### config.mk
export PLATFORM = sky130hd
export DESIGN_NAME = ibus_host_seq
export DESIGN_NICKNAME = d
export VERILOG_FILES = /design/src/rtl/ibus_pkg.sv /design/src/rtl/ibus_host_regs.sv /design/src/rtl/ibus_seq.sv /design/src/rtl/ibus_host_seq.sv
export SDC_FILE = /design/constraint.sdc
export NUM_CORES = 1
export LEC_CHECK = 0
export CORE_MARGIN = 4
export CORE_UTILIZATION = 38
export CTS_CLUSTER_SIZE = 40
export DETAILED_ROUTE_END_ITERATION = 16
export HOLD_SLACK_MARGIN = 0.02
export PLACE_DENSITY = 0.64
export SLEW_MARGIN = 20
export SYNTH_ARGS = -nofsm -noshare
export SYNTH_HDL_FRONTEND = slang
export SYNTH_SLANG_ARGS = --single-unit
### constraint.sdc
create_clock -name clk_i -period 1.8 [get_ports clk_i]
set_input_delay 0.36 -clock clk_i [delete_from_list [all_inputs] [get_ports clk_i]]
set_output_delay 0.36 -clock clk_i [all_outputs]
set_load 0.005 [all_outputs]
### src/rtl/ibus_pkg.sv
package ibus_pkg;
  localparam logic [3:0] CODE_RESET  = 4'd0;
  localparam logic [3:0] CODE_WRITE  = 4'd1;
  localparam logic [3:0] CODE_RD_REG = 4'd2;
  localparam logic [3:0] CODE_RD_MEM = 4'd3;
  localparam logic [3:0] CODE_RD_ST  = 4'd4;
  localparam logic [3:0] CODE_LD_RA  = 4'd5;
  localparam logic [3:0] CODE_SELECT = 4'd15;

  localparam logic [1:0] OFS_DATA = 2'd0;
  localparam logic [1:0] OFS_CMD  = 2'd1;
  localparam logic [1:0] OFS_CTRL = 2'd2;
  localparam logic [1:0] OFS_TIM  = 2'd3;

  typedef enum logic [2:0] {
    ST_IDLE, ST_TURN, ST_SETUP, ST_STROBE, ST_HOLD
  } seq_state_e;

  function automatic logic code_inbound(input logic [3:0] code);
    return (code == CODE_RD_REG) || (code == CODE_RD_MEM) || (code == CODE_RD_ST);
  endfunction
endpackage

### src/rtl/ibus_host_regs.sv
module ibus_host_regs
  import ibus_pkg::*;
#(
  parameter int AW = 10,
  parameter logic [AW-3:0] BASE_ADDR = 8'hC4,
  parameter int CNT_W = 4,
  parameter logic [CNT_W-1:0] DEF_SETUP = 1,
  parameter logic [CNT_W-1:0] DEF_STROBE = 1
) (
  input  logic             clk_i,
  input  logic             rst_ni,
  input  logic [AW-1:0]    addr_i,
  input  logic             aen_i,
  input  logic             wr_i,
  input  logic             rd_i,
  input  logic [7:0]       wdata_i,
  output logic [7:0]       rdata_o,
  input  logic             sr_i,
  output logic             irq_o,
  input  logic             busy_i,
  input  logic             cap_valid_i,
  input  logic             cap_ack_i,
  input  logic [7:0]       cap_data_i,
  output logic             start_o,
  output logic [3:0]       start_code_o,
  output logic             start_hl_o,
  output logic             start_ack_o,
  output logic [7:0]       tx_data_o,
  output logic [CNT_W-1:0] setup_o,
  output logic [CNT_W-1:0] strobe_o
);
  logic             cs;
  logic [1:0]       ofs;
  logic             wr_ok;
  logic [7:0]       tx_q, rx_q;
  logic [3:0]       req_q;
  logic             irq_en_q;
  logic [CNT_W-1:0] setup_q, strobe_q;
  logic [7:0]       tim_rd;

  assign cs    = (addr_i[AW-1:2] == BASE_ADDR) && !aen_i;
  assign ofs   = addr_i[1:0];
  assign wr_ok = cs && wr_i;

  // writes that feed a running transaction are frozen while busy
  assign start_o      = wr_ok && (ofs == OFS_CMD) && !busy_i;
  assign start_code_o = wdata_i[3:0];
  assign start_hl_o   = wdata_i[4];
  assign start_ack_o  = wdata_i[5];

  always_ff @(posedge clk_i or negedge rst_ni) begin
    if (!rst_ni) begin
      tx_q     <= '0;
      rx_q     <= '0;
      req_q    <= '0;
      irq_en_q <= 1'b0;
      setup_q  <= DEF_SETUP;
      strobe_q <= DEF_STROBE;
    end else begin
      if (wr_ok && !busy_i && ofs == OFS_DATA) tx_q <= wdata_i;
      if (wr_ok && !busy_i && ofs == OFS_TIM) begin
        setup_q  <= wdata_i[CNT_W-1:0];
        strobe_q <= wdata_i[4 +: CNT_W];
      end
      if (wr_ok && ofs == OFS_CTRL) irq_en_q <= wdata_i[0];
      if (cap_valid_i) begin
        if (cap_ack_i) req_q <= cap_data_i[3:0];
        else           rx_q  <= cap_data_i;
      end
    end
  end

  always_comb begin
    tim_rd = '0;
    tim_rd[CNT_W-1:0] = setup_q;
    tim_rd[4 +: CNT_W] = strobe_q;
  end

  always_comb begin
    rdata_o = '0;
    if (cs && rd_i) begin
      unique case (ofs)
        OFS_DATA: rdata_o = rx_q;
        OFS_CMD:  rdata_o = {7'd0, busy_i};
        OFS_CTRL: rdata_o = {req_q, 2'b00, sr_i, irq_en_q};
        default:  rdata_o = tim_rd;
      endcase
    end
  end

  assign irq_o     = sr_i && irq_en_q;
  assign tx_data_o = tx_q;
  assign setup_o   = setup_q;
  assign strobe_o  = strobe_q;
endmodule

### src/rtl/ibus_seq.sv
module ibus_seq
  import ibus_pkg::*;
#(
  parameter int CNT_W = 4
) (
  input  logic             clk_i,
  input  logic             rst_ni,
  input  logic             start_i,
  input  logic [3:0]       code_i,
  input  logic             hl_i,
  input  logic             ack_i,
  input  logic [7:0]       tx_data_i,
  input  logic [CNT_W-1:0] setup_i,
  input  logic [CNT_W-1:0] strobe_i,
  input  logic [7:0]       bus_d_i,
  output logic             busy_o,
  output logic             cap_valid_o,
  output logic             cap_ack_o,
  output logic [7:0]       cap_data_o,
  output logic [3:0]       cmd_o,
  output logic             rdy_o,
  output logic             hl_o,
  output logic             ack_o,
  output logic             oe_o,
  output logic             dir_o,
  output logic [7:0]       bus_d_o
);
  seq_state_e       state_q;
  logic [CNT_W-1:0] cnt_q;
  logic [3:0]       code_q;
  logic             hl_q, ack_q, dir_q;
  logic             dir_need, active;

  assign dir_need = !(ack_i || code_inbound(code_i));

  always_ff @(posedge clk_i or negedge rst_ni) begin
    if (!rst_ni) begin
      state_q <= ST_IDLE;
      cnt_q   <= '0;
      code_q  <= '0;
      hl_q    <= 1'b0;
      ack_q   <= 1'b0;
      dir_q   <= 1'b1;
    end else begin
      unique case (state_q)
        ST_IDLE: if (start_i) begin
          code_q <= code_i;
          hl_q   <= hl_i;
          ack_q  <= ack_i;
          cnt_q  <= setup_i;
          // flip only with transceiver off; TURN adds the dead cycle
          if (dir_need != dir_q) begin
            dir_q   <= dir_need;
            state_q <= ST_TURN;
          end else begin
            state_q <= ST_SETUP;
          end
        end
        ST_TURN: state_q <= ST_SETUP;
        ST_SETUP: begin
          if (cnt_q == '0) begin
            cnt_q   <= strobe_i;
            state_q <= ST_STROBE;
          end else begin
            cnt_q <= cnt_q - 1'b1;
          end
        end
        ST_STROBE: begin
          if (cnt_q == '0) state_q <= ST_HOLD;
          else             cnt_q   <= cnt_q - 1'b1;
        end
        default: state_q <= ST_IDLE;
      endcase
    end
  end

  assign active      = (state_q == ST_SETUP) || (state_q == ST_STROBE) || (state_q == ST_HOLD);
  assign busy_o      = (state_q != ST_IDLE);
  assign oe_o        = active;
  assign dir_o       = dir_q;
  assign cmd_o       = active ? code_q : '0;
  assign hl_o        = active && hl_q;
  assign rdy_o       = (state_q == ST_STROBE) && !ack_q;
  assign ack_o       = (state_q == ST_STROBE) && ack_q;
  assign bus_d_o     = (active && dir_q) ? tx_data_i : '0;
  assign cap_valid_o = (state_q == ST_HOLD) && !dir_q;
  assign cap_ack_o   = ack_q;
  assign cap_data_o  = bus_d_i;
endmodule

### src/rtl/ibus_host_seq.sv
module ibus_host_seq
  import ibus_pkg::*;
#(
  parameter int AW = 10,
  parameter logic [AW-3:0] BASE_ADDR = 8'hC4,
  parameter int CNT_W = 4,
  parameter logic [CNT_W-1:0] DEF_SETUP = 1,
  parameter logic [CNT_W-1:0] DEF_STROBE = 1
) (
  input  logic          clk_i,
  input  logic          rst_ni,
  input  logic [AW-1:0] addr_i,
  input  logic          aen_i,
  input  logic          wr_i,
  input  logic          rd_i,
  input  logic [7:0]    wdata_i,
  output logic [7:0]    rdata_o,
  input  logic          sr_i,
  output logic          irq_o,
  output logic [3:0]    cmd_o,
  output logic          rdy_o,
  output logic          hl_o,
  output logic          ack_o,
  output logic          bus_oe_o,
  output logic          bus_dir_o,
  output logic [7:0]    bus_d_o,
  input  logic [7:0]    bus_d_i
);
  logic             busy, start, start_hl, start_ack, cap_valid, cap_ack;
  logic [3:0]       start_code;
  logic [7:0]       tx_data, cap_data;
  logic [CNT_W-1:0] setup_cnt, strobe_cnt;

  ibus_host_regs #(
    .AW(AW), .BASE_ADDR(BASE_ADDR), .CNT_W(CNT_W),
    .DEF_SETUP(DEF_SETUP), .DEF_STROBE(DEF_STROBE)
  ) i_regs (
    .clk_i, .rst_ni, .addr_i, .aen_i, .wr_i, .rd_i, .wdata_i, .rdata_o,
    .sr_i, .irq_o,
    .busy_i(busy), .cap_valid_i(cap_valid), .cap_ack_i(cap_ack), .cap_data_i(cap_data),
    .start_o(start), .start_code_o(start_code), .start_hl_o(start_hl),
    .start_ack_o(start_ack), .tx_data_o(tx_data),
    .setup_o(setup_cnt), .strobe_o(strobe_cnt)
  );

  ibus_seq #(.CNT_W(CNT_W)) i_seq (
    .clk_i, .rst_ni,
    .start_i(start), .code_i(start_code), .hl_i(start_hl), .ack_i(start_ack),
    .tx_data_i(tx_data), .setup_i(setup_cnt), .strobe_i(strobe_cnt),
    .bus_d_i, .busy_o(busy), .cap_valid_o(cap_valid), .cap_ack_o(cap_ack),
    .cap_data_o(cap_data), .cmd_o, .rdy_o, .hl_o, .ack_o,
    .oe_o(bus_oe_o), .dir_o(bus_dir_o), .bus_d_o
  );
endmodule

After elaboration in Yosys (flattened, before gate mapping)
Cells that the tools add are included.
- bits in registers: 43
- input bits: 32
- word-level logic and storage cells: 79
- add/sub/neg operators: 1
- equal/unequal tests: 16
- muxes and demuxes: 13
- bitwise gates (word level): 1
- reductions and logical operators: 36
- operators by type and width (operator ; number):
    8-bit one-hot mux with 3 select lines ; 1
    4-bit 2-to-1 mux ; 4
    8-bit 2-to-1 mux ; 2
    1-bit logical AND ; 15
    3-bit one-hot mux with 4 select lines ; 1
    4-bit one-hot mux with 3 select lines ; 1
    3-bit 2-to-1 mux ; 3
    3-bit AND reduction ; 3
    4-bit by 2-bit equality test with 1-bit output, second input constant ; 2
    8-bit equality test, second input constant ; 1
    3-bit by 2-bit equality test with 1-bit output, second input constant ; 2
    2-bit AND reduction ; 3
    3-bit nonzero test ; 2
    1-bit logical NOT ; 5
    1-bit logical OR ; 5
    2-bit equality test, second input constant ; 2
    4-bit by 3-bit equality test with 1-bit output, second input constant ; 1
    4-bit logical NOT ; 1
    2-bit by 1-bit != test with 1-bit output, second input constant ; 2
    2-bit != test, second input constant ; 2
    4-bit by 1-bit subtractor with 4-bit output, second input constant ; 1
    3-bit by 1-bit equality test with 1-bit output, second input constant ; 1
    3-bit equality test, second input constant ; 1
    3-bit logical NOT ; 1
    other kinds (5) ; 5

Depth between registers and ports, before layout
- depth after elaboration: 9
- gate-level depth with buffers: 7
- mapped depth without buffers: 6

Modules after synthesis
A second synthesis with hierarchy kept.
- cells, all modules: 215
- area, all modules: 2587.5 um^2
- by module, submodules not included (module ; instances ; cells each ; area each (um^2) ; sequential area each (um^2)):
    ibus_host_regs ; 1 ; 108 ; 1526.5 ; 728.2
    ibus_seq ; 1 ; 107 ; 1061.0 ; 351.6

Worst setup path after synthesis
OpenSTA, ideal clock, no wires.
- path type: register to register
- start point: reg i_seq.cnt_q[0]
- end point: reg i_seq.cnt_q[0]
- setup time: 0.125 ns
- arrival time: 1.678 ns
- required time: 1.675 ns
- setup slack: -0.003 ns
- cell stages (with the launch flop): 7
- buffers on the path: 0
- clock period less this slack: 1.803 ns
- path through: dfrtp_1 > inv_1 > ha_1 > or3b_1 > a21boi_1 > a21oi_2 > mux2_4
- longest elaborated chain between the ends: 3
- elaborated cells on any way between the ends: 7
- classes of those cells: add/sub: 1; eq/ne: 1; mux: 3; reduce/logical: 2
- ends and longest elaborated chain (item ; RTL line ; RTL):
    start, declared ; ibus_seq.sv:29 ; logic [CNT_W-1:0] cnt_q;
    start signal, assigned ; ibus_seq.sv:50 ; cnt_q <= setup_i;
    start signal, assigned ; ibus_seq.sv:62 ; cnt_q <= strobe_i;
    start signal, assigned ; ibus_seq.sv:65 ; cnt_q <= cnt_q - 1'b1;
    4-bit by 1-bit subtractor with 4-bit output / 4-bit logical NOT (equally long branches) ; -- ;
    4-bit 2-to-1 mux (tied with other cells) ; ibus_seq.sv:69 ; if (cnt_q == '0) state_q <= ST_HOLD;
    4-bit one-hot mux with 3 select lines / 3-bit AND reduction (equally long branches) ; -- ;
Parallel ways exist; a longest one is shown, timed or not. The select of a mux whose other input is x is not followed.
A chain may end at the register's enable or synchronous reset.

Worst setup path in the final report
- start point: reg i_seq.state_q[2]
- end point: out rdata_o[0]
- longest elaborated chain between the ends: 3
- ends and longest elaborated chain (item ; RTL line ; RTL):
    start, declared ; ibus_seq.sv:28 ; seq_state_e state_q;
    start signal, assigned ; ibus_seq.sv:38 ; state_q <= ST_IDLE;
    start signal, assigned ; ibus_seq.sv:54 ; state_q <= ST_TURN;
    start signal, assigned ; ibus_seq.sv:56 ; state_q <= ST_SETUP;
    3-bit nonzero test ; ibus_seq.sv:78 ; assign busy_o = (state_q != ST_IDLE);
    8-bit one-hot mux with 3 select lines ; ibus_host_regs.sv:82 ; unique case (ofs)
    8-bit 2-to-1 mux ; ibus_host_regs.sv:81 ; if (cs && rd_i) begin
    end, declared ; ibus_host_seq.sv:17 ; output logic [7:0] rdata_o,
Every way passes these cells.

==> metrics <==
vias per cell=5.07; drt initial violations=82; Area Overhead vs Synth=60.8%; top cells by area, synth=dfrtp_1 42%, mux2_2 17%, mux2i_1 3.8%, dfstp_2 3.3%, nor2_1 3.3%; CTS buffer count=5; peak supply drop=0.352 mV; Initial Utilization=39.5%; number of port buffers=57; Sum Neg Setup Slack=-3440 ps; clk buf depth=2; 1st-pass router iterations=4; Fin Clk Skew=7.24 ps; post-synthesis sequential area ratio=45.7%; Placement Cell Area=0.00335 mm^2; Compound-Gate Fraction of Synth Area=8.78%; RR Startpoint=i_seq.state_q[2]; RSZ-0062 raised after global routing=true; main combinational cell family by area after synthesis=multiplexers; Final Slew Violations=0; Max Cap Violations=0; Worst-Margin Slew=522 ps; Post-synth EDFFs=0; Crit path depth=7; CP max stage delay=430 ps; post-route cell area=0.00380 mm^2; Synth Register Bits=43; status=complete, but fails checks; Tcrit/Tclk final=109%; post-synth cell types=51; CP max-delay cell=dfrtp_2; CTS tree=yes; worst-path fanout max=3; Core Region=0.00599 mm^2; Reg clk slew, reported paths=90 ps; Worst setup SP type=register; failing checks=negative setup slack; DRC=0; first-pass GRT wire length=10800 um; CTS H-Tree Depth=2; final setup fails=47; fmax=508 MHz; Top delay family on crit path=flip-flops; # rows=28; Hold Path Class=input port to asynchronous set/reset pin; worst setup path start=i_seq.state_q[2]; Tmin final=1970 ps; Synth top cells by count=40 x dfrtp_1, 35 x mux2_2, 21 x nor2_1; placer congestion estimate=0.889; DIE WIDTH=86.9 um; Cells after Synth=210; Antenna diodes=0; Place WS=-734 ps; final hold vios=0; Worst EP arrival=1610 ps; WL/cell=16.8 um; global route overflow=0; final setup margin=-170 ps; LEAKAGE=1.81 nW; Synth Cell Area=0.00236 mm^2; IO Pins=58; R2R Path End=i_seq.code_q[0]; most numerous cell in the Yosys netlist=dfrtp_1; clock sinks=43; post-detail-place hpwl=4730 um; XOR/XNOR share of the synthesized area=0%; crit path to=rdata_o[0]; Ys Warns=0; clk_lat worst skew=300 ps; ys flop type=dfrtp_1; Max transition margin=65.2%; total power=0.00202 W; WHS=33.4 ps; ys async rst share=100%; post-route antenna net violation count=0; Worst setup EP type=primary output; vias in the first global route=2234; routed vias=2068; routed wire length=6860 um; Post-Synth Simple-Gate Area=19.7%; pin count of the biggest net entering global routing=23; Synthesized Nets=244; critical-path cell list=buf_6 > buf_6 > nor3_4 > nor2_1 > a21oi_1 > a211oi_2 > buf_2; Reg2Reg Depth=7; Final #Nets=366; Die Span Y=86.9 um; die footprint=0.00755 mm^2; Buf+Inv Stages, Crit Path=3; Mapped Avg Cell Area=11.3 um^2; Synth Area in Adders=1.06%; share of cells above drive strength 1=56.5%; mux share of post-synthesis cell area=21.6%; worst path required time=1440 ps; critical path class=register to primary output; CP most frequent cell=buf_6; leading area contributor after synthesis=dfrtp_1; initial antenna violation count=0; share of the synthesized area in the top cell type=42.3%; Total GRT Usage=18.4%; r2r setup slk=-110 ps; CTS Root Cell=clkbuf_8; Power Dens Cells=531 mW/mm^2
sequential cells by signal, indices dropped and copies added, names as in the netlist:
signal,count
i_seq.state_q,3
i_seq.cap_ack_o,1
i_regs.setup_o,4
i_seq.dir_o,1
i_regs.strobe_o,4
i_regs.req_q,4
i_regs.rx_q,8
i_regs.irq_en_q,1
i_seq.code_q,4
i_regs.tx_data_o,8
i_seq.hl_q,1
i_seq.cnt_q,4
per-layer routing:
metal  share of wire, %  vias up  wire (um)  track usage, %
met5                  0        -          0               0
met2                 50       38       3440            30.8
met3                3.1        9        213            2.65
met1                 45     1022       3100            24.3
li1                   -      999          -               -
met4                1.5        0        100            6.37
per-stage QoR:
stage          util, %  cells
2_1_floorplan        -    210
3_3_place_gp      55.9    377
3_5_place_dp      55.9    377
4_1_cts           62.0    404
5_1_grt           63.5    408
6_report          63.5    408
what timing repair did:
item	4_1_cts	5_1_grt
endpoints found under the hold margin	0	0
endpoints found under the setup margin	54	61
setup buffers	20	6
gates cloned	0	1
pin swaps	23	16
resized for setup	156	44
hold buffers	0	0
how the worst min path moves through the flow:
stage                     slack, ps   start         endpoint
after floorplan                  60  rst_ni  i_regs.irq_en_q
after global placement          360  rst_ni       i_seq.hl_q
after detailed placement        360  rst_ni       i_seq.hl_q
after CTS                        50  rst_ni       i_seq.hl_q
after global routing             60  rst_ni       i_seq.hl_q
final                            30  rst_ni       i_seq.hl_q
power breakdown:
| part | internal [W] | leakage, nW | switching [W] |
|---|---|---|---|
| registers | 0.000993 | 0.559 | 0.0000184 |
| logic | 0.000227 | 1.21 | 0.000172 |
| clock network | 0.000270 | 0.0402 | 0.000339 |
cell families (layout without fill, tap and decap cells):
family / Yosys count / in the layout
adder cells (fa/ha/maj): 2 / 2
multiplexers: 46 / 46
AND/OR/NAND/NOR: 73 / 73
AO/OA/AOI/OAI: 30 / 30
flip-flops: 43 / 43
buffers and inverters: 16 / 139
final cells by class:
cell class	instances	area (um^2)
Multi-Input combinational cell	151	1470
Sequential cell	43	1080
Tap cell	75	93.8
Timing Repair Buffer	125	1050
Clock buffer	5	68.8
Inverter	6	22.5
Fill cell	484	2190
Clock inverter	3	20.0
placed cells by master (no fill, tap or decap), drive strengths merged, types with 4 or more instances in the layout:
cell,count
nor2,22
mux2i,9
nand2,6
dlygate4sd2,6
nor2b,7
clkdlybuf4s50,18
a211oi,4
inv,6
and3,9
nand4,4
dfrtp,40
and2,7
mux2,37
buf,87
a21oi,12
clkbuf,18
No activity file was read; power rests on OpenSTA's default activity.
